## config.mk

```make
export PLATFORM = sky130hd
export DESIGN_NAME = vid_dual_split
export DESIGN_NICKNAME = d
export VERILOG_FILES = /design/src/rtl/vsplit_pkg.sv /design/src/rtl/vsplit_capture.sv /design/src/rtl/vsplit_trs_decoder.sv /design/src/rtl/vsplit_router.sv /design/src/rtl/vid_dual_split.sv
export SDC_FILE = /design/constraint.sdc
export NUM_CORES = 1
export LEC_CHECK = 0
export BUFFER_PORTS_ARGS = -buffer_cell sky130_fd_sc_hd__buf_2
export CORE_MARGIN = 2
export CORE_UTILIZATION = 59
export CTS_CLUSTER_DIAMETER = 80
export CTS_CLUSTER_SIZE = 16
export DETAILED_ROUTE_END_ITERATION = 10
export PLACE_DENSITY = 0.8
export SETUP_SLACK_MARGIN = 0.1
export SLEW_MARGIN = 10
export SYNTH_ARGS = -nofsm -noshare
export SYNTH_HDL_FRONTEND = slang
export SYNTH_SLANG_ARGS = --single-unit
```

## constraint.sdc

```tcl
create_clock -name clk -period 2.7 [get_ports clk]
set_input_delay 0 -clock clk [delete_from_list [all_inputs] [get_ports clk]]
set_output_delay 0 -clock clk [all_outputs]
set_load 0.03 [all_outputs]
```

## src/rtl/vsplit_pkg.sv

```systemverilog
package vsplit_pkg;

  localparam int unsigned BYTE_W = 8;
  localparam logic [7:0] TRS_LEAD = 8'hFF;
  localparam logic [7:0] TRS_ZERO = 8'h00;

  // One chroma pair with its two co-sited luma samples.
  typedef struct packed {
    logic [7:0] cb;
    logic [7:0] y0;
    logic [7:0] cr;
    logic [7:0] y1;
  } vs_pair_t;

  // Timing flags carried by a status byte.
  typedef struct packed {
    logic field;
    logic vblank;
    logic hend;
  } vs_trs_t;

  function automatic vs_trs_t trs_fields(input logic [7:0] s);
    vs_trs_t t;
    t.field  = s[6];
    t.vblank = s[5];
    t.hend   = s[4];
    return t;
  endfunction

  // Protection check: the low nibble must be the parity set of F, V, H.
  function automatic logic trs_prot_ok(input logic [7:0] s);
    logic f, v, h;
    f = s[6];
    v = s[5];
    h = s[4];
    return s[7] && (s[3] == (v ^ h)) && (s[2] == (f ^ h)) &&
           (s[1] == (f ^ v)) && (s[0] == (f ^ v ^ h));
  endfunction

endpackage

```

## src/rtl/vsplit_capture.sv

```systemverilog
module vsplit_capture #(
  parameter int DW = 8
) (
  input  logic          clk,
  input  logic          rst_n,
  input  logic [DW-1:0] din,
  output logic [DW-1:0] rise_b,
  output logic [DW-1:0] fall_b
);

  logic [DW-1:0] rise_q, rise_r;
  logic [DW-1:0] fall_q, fall_r;

  // Stream B: the byte present at the falling edge.
  always_ff @(negedge clk or negedge rst_n) begin
    if (!rst_n) fall_q <= '0;
    else        fall_q <= din;
  end

  // Stream A is sampled at the rising edge and delayed one stage, so that it
  // lines up with stream B after B has been moved onto the rising edge.
  always_ff @(posedge clk or negedge rst_n) begin
    if (!rst_n) begin
      rise_q <= '0;
      rise_r <= '0;
      fall_r <= '0;
    end else begin
      rise_q <= din;
      rise_r <= rise_q;
      fall_r <= fall_q;
    end
  end

  assign rise_b = rise_r;
  assign fall_b = fall_r;

endmodule

```

## src/rtl/vsplit_trs_decoder.sv

```systemverilog
module vsplit_trs_decoder
  import vsplit_pkg::*;
#(
  parameter int ACTIVE_PIX = 720,
  localparam int PW = $clog2(ACTIVE_PIX)
) (
  input  logic          clk,
  input  logic          rst_n,
  input  logic [7:0]    byte_in,
  output vs_pair_t      pair,
  output logic          pair_vld,
  output logic [PW-1:0] pix_idx,
  output logic          active,
  output logic          field,
  output logic          vblank,
  output logic          line_err,
  output logic          sav_ev
);

  localparam int CW = PW + 1;
  localparam logic [CW-1:0] CNT_MAX = {CW{1'b1}};
  localparam logic [CW-1:0] LINE_LEN = CW'(ACTIVE_PIX);

  // Add two pixels to the count, holding at the top value.
  function automatic logic [CW-1:0] step_pair(input logic [CW-1:0] n);
    if (n >= CNT_MAX - CW'(1)) return CNT_MAX;
    return n + CW'(2);
  endfunction

  function automatic logic length_ok(input logic [CW-1:0] n);
    return n == LINE_LEN;
  endfunction

  logic [7:0]    h1, h2, h3;
  logic [1:0]    kill_cnt;
  logic [1:0]    phase;
  logic [CW-1:0] npix;
  logic [7:0]    cb_q, y0_q, cr_q;
  vs_trs_t       st;

  // Event wires, brought out by name so the assertions can use them.
  logic pre_hit, trs_ok, eav_ev, kill, vid_take;

  assign pre_hit  = (h3 == TRS_LEAD) && (h2 == TRS_ZERO) && (h1 == TRS_ZERO);
  assign trs_ok   = pre_hit && trs_prot_ok(byte_in);
  assign st       = trs_fields(byte_in);
  assign sav_ev   = trs_ok && !st.hend;
  assign eav_ev   = trs_ok && st.hend;
  assign kill     = pre_hit || (kill_cnt != 2'd0);
  assign vid_take = active && !kill;

  // Three bytes of look-behind. Video is consumed from h3, so a preamble is
  // recognised before its first byte would reach the pixel path.
  always_ff @(posedge clk or negedge rst_n) begin
    if (!rst_n) begin
      h1 <= '0;
      h2 <= '0;
      h3 <= '0;
    end else begin
      h1 <= byte_in;
      h2 <= h1;
      h3 <= h2;
    end
  end

  // Mask the remaining preamble bytes and the status byte as they pass h3.
  always_ff @(posedge clk or negedge rst_n) begin
    if (!rst_n)                 kill_cnt <= 2'd0;
    else if (pre_hit)           kill_cnt <= 2'd3;
    else if (kill_cnt != 2'd0)  kill_cnt <= kill_cnt - 2'd1;
  end

  always_ff @(posedge clk or negedge rst_n) begin
    if (!rst_n) begin
      field    <= 1'b0;
      vblank   <= 1'b0;
      active   <= 1'b0;
      line_err <= 1'b0;
    end else begin
      line_err <= eav_ev && active && !length_ok(npix);
      if (trs_ok) begin
        field  <= st.field;
        vblank <= st.vblank;
        active <= !st.hend;
      end
    end
  end

  always_ff @(posedge clk or negedge rst_n) begin
    if (!rst_n) begin
      phase    <= 2'd0;
      npix     <= '0;
      cb_q     <= '0;
      y0_q     <= '0;
      cr_q     <= '0;
      pair     <= '0;
      pair_vld <= 1'b0;
      pix_idx  <= '0;
    end else begin
      pair_vld <= 1'b0;
      if (sav_ev) begin
        phase <= 2'd0;
        npix  <= '0;
      end else if (vid_take) begin
        phase <= phase + 2'd1;
        unique case (phase)
          2'd0: cb_q <= h3;
          2'd1: y0_q <= h3;
          2'd2: cr_q <= h3;
          default: begin
            pair.cb  <= cb_q;
            pair.y0  <= y0_q;
            pair.cr  <= cr_q;
            pair.y1  <= h3;
            pair_vld <= 1'b1;
            pix_idx  <= npix[PW-1:0];
            npix     <= step_pair(npix);
          end
        endcase
      end
    end
  end

  assert_bad_status_ignored_R3: assert property (@(posedge clk) disable iff (!rst_n)
    (pre_hit && !trs_ok) |=> ($stable(field) && $stable(vblank) && $stable(active)));

  assert_sav_opens_line_R4: assert property (@(posedge clk) disable iff (!rst_n)
    sav_ev |=> (active && (npix == '0)));

  assert_pair_inside_line_R5: assert property (@(posedge clk) disable iff (!rst_n)
    pair_vld |-> $past(active));

  assert_pair_spacing_R5: assert property (@(posedge clk) disable iff (!rst_n)
    pair_vld |=> !pair_vld);

  assert_even_index_R6: assert property (@(posedge clk) disable iff (!rst_n)
    pair_vld |-> (pix_idx[0] == 1'b0));

  assert_err_at_line_end_R7: assert property (@(posedge clk) disable iff (!rst_n)
    line_err |-> ($past(active) && !active));

  assert_no_code_in_pixels_R8: assert property (@(posedge clk) disable iff (!rst_n)
    pre_hit |=> !pair_vld);

endmodule

```

## src/rtl/vsplit_router.sv

```systemverilog
module vsplit_router (
  input  logic       clk,
  input  logic       rst_n,
  input  logic [1:0] sav_vec,
  input  logic       swap_req,
  output logic       route_q
);

  // The routing changes only at a line start on the stream that currently
  // feeds the encoding channel.
  logic lead_sav;
  assign lead_sav = route_q ? sav_vec[1] : sav_vec[0];

  always_ff @(posedge clk or negedge rst_n) begin
    if (!rst_n)        route_q <= 1'b0;
    else if (lead_sav) route_q <= swap_req;
  end

  assert_route_held_R9: assert property (@(posedge clk) disable iff (!rst_n)
    !lead_sav |=> $stable(route_q));

  assert_route_loads_R9: assert property (@(posedge clk) disable iff (!rst_n)
    lead_sav |=> (route_q == $past(swap_req)));

endmodule

```

## src/rtl/vid_dual_split.sv

```systemverilog
module vid_dual_split
  import vsplit_pkg::*;
#(
  parameter int ACTIVE_PIX = 720,
  localparam int PW = $clog2(ACTIVE_PIX)
) (
  input  logic          clk,
  input  logic          rst_n,
  input  logic [7:0]    vid_in,
  input  logic          swap_req,
  output logic [7:0]    enc_cb,
  output logic [7:0]    enc_y0,
  output logic [7:0]    enc_cr,
  output logic [7:0]    enc_y1,
  output logic          enc_pair_vld,
  output logic [PW-1:0] enc_pix_idx,
  output logic          enc_active,
  output logic          enc_field,
  output logic          enc_vblank,
  output logic          enc_line_err,
  output logic [7:0]    base_cb,
  output logic [7:0]    base_y0,
  output logic [7:0]    base_cr,
  output logic [7:0]    base_y1,
  output logic          base_pair_vld,
  output logic [PW-1:0] base_pix_idx,
  output logic          base_active,
  output logic          base_field,
  output logic          base_vblank,
  output logic          base_line_err,
  output logic          swap_active
);

  localparam int NSTR = 2;

  logic [BYTE_W-1:0] stream_b [NSTR];
  vs_pair_t          dec_pair [NSTR];
  logic [PW-1:0]     dec_idx  [NSTR];
  logic              dec_pv   [NSTR];
  logic              dec_act  [NSTR];
  logic              dec_f    [NSTR];
  logic              dec_v    [NSTR];
  logic              dec_err  [NSTR];
  logic              dec_sav  [NSTR];

  vs_pair_t          ch_pair  [NSTR];
  logic [PW-1:0]     ch_idx   [NSTR];
  logic              ch_pv    [NSTR];
  logic              ch_act   [NSTR];
  logic              ch_f     [NSTR];
  logic              ch_v     [NSTR];
  logic              ch_err   [NSTR];

  logic route_q;

  vsplit_capture #(.DW(BYTE_W)) u_capture (
    .clk    (clk),
    .rst_n  (rst_n),
    .din    (vid_in),
    .rise_b (stream_b[0]),
    .fall_b (stream_b[1])
  );

  for (genvar g = 0; g < NSTR; g++) begin : g_dec
    vsplit_trs_decoder #(.ACTIVE_PIX(ACTIVE_PIX)) u_dec (
      .clk      (clk),
      .rst_n    (rst_n),
      .byte_in  (stream_b[g]),
      .pair     (dec_pair[g]),
      .pair_vld (dec_pv[g]),
      .pix_idx  (dec_idx[g]),
      .active   (dec_act[g]),
      .field    (dec_f[g]),
      .vblank   (dec_v[g]),
      .line_err (dec_err[g]),
      .sav_ev   (dec_sav[g])
    );
  end

  vsplit_router u_router (
    .clk      (clk),
    .rst_n    (rst_n),
    .sav_vec  ({dec_sav[1], dec_sav[0]}),
    .swap_req (swap_req),
    .route_q  (route_q)
  );

  // Channel 0 is the encoding channel and channel 1 the baseband channel.
  for (genvar c = 0; c < NSTR; c++) begin : g_ch
    localparam int ALT = NSTR - 1 - c;
    assign ch_pair[c] = route_q ? dec_pair[ALT] : dec_pair[c];
    assign ch_idx[c]  = route_q ? dec_idx[ALT]  : dec_idx[c];
    assign ch_pv[c]   = route_q ? dec_pv[ALT]   : dec_pv[c];
    assign ch_act[c]  = route_q ? dec_act[ALT]  : dec_act[c];
    assign ch_f[c]    = route_q ? dec_f[ALT]    : dec_f[c];
    assign ch_v[c]    = route_q ? dec_v[ALT]    : dec_v[c];
    assign ch_err[c]  = route_q ? dec_err[ALT]  : dec_err[c];
  end

  assign enc_cb        = ch_pair[0].cb;
  assign enc_y0        = ch_pair[0].y0;
  assign enc_cr        = ch_pair[0].cr;
  assign enc_y1        = ch_pair[0].y1;
  assign enc_pair_vld  = ch_pv[0];
  assign enc_pix_idx   = ch_idx[0];
  assign enc_active    = ch_act[0];
  assign enc_field     = ch_f[0];
  assign enc_vblank    = ch_v[0];
  assign enc_line_err  = ch_err[0];

  assign base_cb       = ch_pair[1].cb;
  assign base_y0       = ch_pair[1].y0;
  assign base_cr       = ch_pair[1].cr;
  assign base_y1       = ch_pair[1].y1;
  assign base_pair_vld = ch_pv[1];
  assign base_pix_idx  = ch_idx[1];
  assign base_active   = ch_act[1];
  assign base_field    = ch_f[1];
  assign base_vblank   = ch_v[1];
  assign base_line_err = ch_err[1];

  assign swap_active   = route_q;

  assert_channels_distinct_R9: assert property (@(posedge clk) disable iff (!rst_n)
    (dec_pv[0] != dec_pv[1]) |-> (enc_pair_vld != base_pair_vld));

endmodule

```

==> results.toml <==
[run_status]
outcome = "finished, final reports clean"

[clocking]
path_clk_slew_ps = 70
holdBufCountCts = 12
root_buffer = "clkbuf_16"
clk_latency_ps = 500
cts_sinks = 253
cts_made_buffers = 19
ctsResizeCount = 0
cts_tree = "yes"
cts_setup_buffers = 0
cts_buffer_depth = 3
htreeDepth = 1

[worst_setup_path]
crit_fanout = 48
cp_top_family = "simple AND/OR/NAND/NOR gates"
worst_path_max_delay_cell = "buf_4"
crit_path_end_kind = "register"
ff2ff_setup_slack_ps = 320
rr_worst_depth = 6
arrival_ps = 2770
cp-start-kind = "register"
path_class = "register to register"
path_buf_inv = 1
slowest_delay_ps = 470
crit_required_ps = 3080
r2r_start = "g_dec[0].u_dec.h2[1]"
path_cells = "nor4b_1 > nand4_1 > o21ai_4 > buf_4 > nor2_1 > a311oi_1"
r2r_end = "g_dec[0].u_dec.npix[4]"

[synthesis]
synth_top_area_share_pct = 58.37
yosysUniqueCellTypes = 59
syn_avg_cell_area_sq_um = 11.62
synth_ff_type = "dfrtp_1"
netlist.top_cell.by_area = "dfrtp_1"
yosysSeqAreaShare_pct = 60.27
synth_area_sq_mm = 0.01050
syn_nets = 927
yosys-top-cells-area = "dfrtp_1 (58%), mux2_2 (16%), nand2_1 (9.6%), dfrtn_1 (1.9%), ha_1 (1.4%)"
postSynthCellCount = 904
synth_edf_count = 0
synthArstFlopShare_pct = 100.0
yosysWarningCount = 0
ys_seq_elements = 253

[routing]
routed_wl_microns = 22990
ant_nets = 0
vias = 7060
drtIter0Drc = 569
wl_per_cell_microns = 18.40
drc_errors = 0
viasPerCell = 5.653
first_pass_iters = 4

[cells_and_area]
drive_above_1_share_pct = 28.52
post-route-cell-area_sq_mm = 0.01195
syn_to_final_growth_pct = 13.77
diodes = 0
fillers = 1254
final_net_count = 1039

[placed_design]
gp_congestion = 0.9048
place_area_sq_mm = 0.01131
portBuffers = 105
hpwl_microns = 15570

[pwr]
powerDensity_mw_per_mm2 = 567.8
p_comb_share_pct = 4.2
ir_drop_mv = 0.4876
clkPwrFrac_pct = 37.4
sw_frac_of_total_pct = 21.93
p_switching_uw = 1488
power_leakage_uw = 0.006260
p_int_uw = 5298
seqPwrFrac_pct = 58.4

[global_route]
grt_max_degree = 179
antenna_found_initial = 0
grtUsageTotal_pct = 25.52
grt_pass1_wl_microns = 37050
overflow = 0
grt_pass1_vias = 6817

[min_path]
hold_path_depth = 2
min_from = "vid_in[6]"
worst_hold_path.endpoint = "u_capture.rise_q[6]"
hold_class = "input port to register"

[die]
start_util_pct = 60.52
die_h_microns = 137.4
ios = 106
die_w_microns = 137.4
die_area_sq_mm = 0.01889
rows = 48
core_sq_mm = 0.01736

[run]
max_cap_violations = 0

[sta]
fin_crit_ps = 2383
period_share_pct = 88.25
finalMaxSlewViolations = 0
rsz0062_at_grt = "no"
finalHoldViolCount = 0
slew_headroom_pct = 37.65
fin_setup_tns_ps = 0
setup_violations = 0
skew_ps = 20.36
tightest_slew_ps = 935.3
max_freq_mhz = 419.7
## worst max-delay path by stage
stage / cells after the start / from / endpoint / slack [ps]
finish: 6 / g_dec[0].u_dec.h2[1] / g_dec[0].u_dec.npix[4] / 320
global route: 6 / g_dec[1].u_dec.h2[1] / u_router.route_q / 130
CTS: 6 / g_dec[0].u_dec.h2[1] / g_dec[0].u_dec.npix[4] / 320
detailed placement: 6 / g_dec[1].u_dec.h3[1] / g_dec[1].u_dec.npix[8] / 330
global placement: 6 / g_dec[1].u_dec.h3[1] / g_dec[1].u_dec.npix[8] / 350
floorplan: 6 / u_capture.fall_b[6] / g_dec[1].u_dec.field / 660
## synthesized netlist by cell type (2+ instances only)
| master | instances |
|---|---|
| o21ai_0 | 21 |
| nor2_1 | 10 |
| xnor2_1 | 4 |
| and3_1 | 8 |
| nor4_1 | 9 |
| nand4_1 | 4 |
| nor2b_1 | 3 |
| o211ai_1 | 2 |
| nand3_1 | 6 |
| a221oi_1 | 3 |
| nor3_1 | 14 |
| and4_1 | 6 |
| a31oi_1 | 2 |
| xor2_1 | 4 |
| nand4bb_1 | 2 |
| dfrtp_1 | 245 |
| ha_1 | 12 |
| a311oi_1 | 7 |
| and2_1 | 2 |
| nand2_1 | 268 |
| and4b_1 | 2 |
| buf_1 | 5 |
| nand3b_1 | 2 |
| inv_1 | 21 |
| mux2_1 | 2 |
| buf_2 | 8 |
| a211oi_1 | 5 |
| or3_1 | 2 |
| dfrtn_1 | 8 |
| a41oi_1 | 3 |
| o31ai_1 | 2 |
| clkbuf_1 | 23 |
| nor4b_1 | 3 |
| a21oi_1 | 15 |
| mux2_2 | 145 |
| o21ai_2 | 2 |
| mux2i_1 | 2 |
## sequential cells by signal, indices dropped and copies added (netlist names), 8 cells and up
name	count
g_dec.u_dec.h1	16
g_dec.u_dec.h2	16
u_capture.fall_q	8
g_dec.u_dec.cb_q	16
u_capture.fall_b	8
g_dec.u_dec.pair	64
u_capture.rise_b	8
g_dec.u_dec.y0_q	16
g_dec.u_dec.pix_idx	20
u_capture.rise_q	8
g_dec.u_dec.cr_q	16
g_dec.u_dec.npix	22
g_dec.u_dec.h3	16
## per-stage QoR
stage               hold slack [ps]  instances  utilization [%]  total power, uW  setup slack (ps)
floorplan                    -295.6        904                -             4153             661.0
global placement             -83.97       1208            65.17             4279             354.1
detailed placement           -76.68       1208            65.17             4300             325.4
CTS                           145.8       1249            68.85             6838             319.0
global route                  168.6       1249            68.85             7038             125.9
finish                        163.2       1249            68.85             6786             317.3
## layer usage
| layer | wire length [microns] | GRT usage (%) |
|---|---|---|
| met3 | 1214 | 3.311 |
| met2 | 10650 | 40.82 |
| met5 | 0 | 0 |
| met1 | 10450 | 36.81 |
| met4 | 674 | 8.247 |
## logic make-up (layout without fill, tap and decap cells)
kind of cell               after synthesis  after routing  synth area share (%)
adders and majority gates               12             12                 1.429
and+or+nand+nor                        349            349                 14.57
DFF                                    253            253                 60.27
xor gates and xnor gates                 9              9                0.8814
AOI/OAI and AO/OA                       73             73                 4.622
muxes                                  149            149                 15.95
buffers and inverters                   59            179                 2.275
## cells in the final DEF (no fill, tap or decap), types with 3 or more instances in the layout
cell / synthesis / routed
buf_2: 8 / 104
xnor2_1: 4 / 4
a221oi_1: 3 / 3
clkbuf_1: 23 / 8
nand4_1: 4 / 4
nor2_1: 10 / 10
nor3_1: 14 / 14
buf_4: 0 / 8
buf_12: 0 / 3
a211oi_1: 5 / 5
dlygate4sd3_1: 0 / 12
nand2_1: 268 / 268
a21oi_1: 15 / 15
nor2b_1: 3 / 3
ha_1: 12 / 12
a311oi_1: 7 / 7
nor4_1: 9 / 9
mux2_2: 145 / 145
dfrtp_1: 245 / 244
clkbuf_16: 0 / 19
and3_1: 8 / 8
xor2_1: 4 / 4
o21ai_0: 21 / 20
and4_1: 6 / 6
inv_1: 21 / 21
a41oi_1: 3 / 3
dfrtn_1: 8 / 8
nand3_1: 6 / 6
nor4b_1: 3 / 3
## power groups by stage
| stage | Sequential, uW | Clock, uW | Combinational [uW] |
|---|---|---|---|
| after floorplan | 4000 | 0 | 150 |
| after global placement | 4030 | 0 | 252 |
| after detailed placement | 4030 | 0 | 266 |
| after CTS | 3960 | 2590 | 287 |
| after global routing | 3970 | 2740 | 328 |
| final | 3960 | 2540 | 283 |
## layout make-up
type | count | area (sq um) | area share (%)
Clock buffer | 27 | 505.5 | 4.230
Clock inverter | 2 | 13.76 | 0.1152
Inverter | 22 | 82.58 | 0.6910
Multi-Input combinational cell | 592 | 3956 | 33.11
Sequential cell | 253 | 6335 | 53.01
Tap cell | 225 | 281.5 | 2.356
Timing Repair Buffer | 128 | 775.7 | 6.491
No activity file was read; power rests on OpenSTA's default activity.
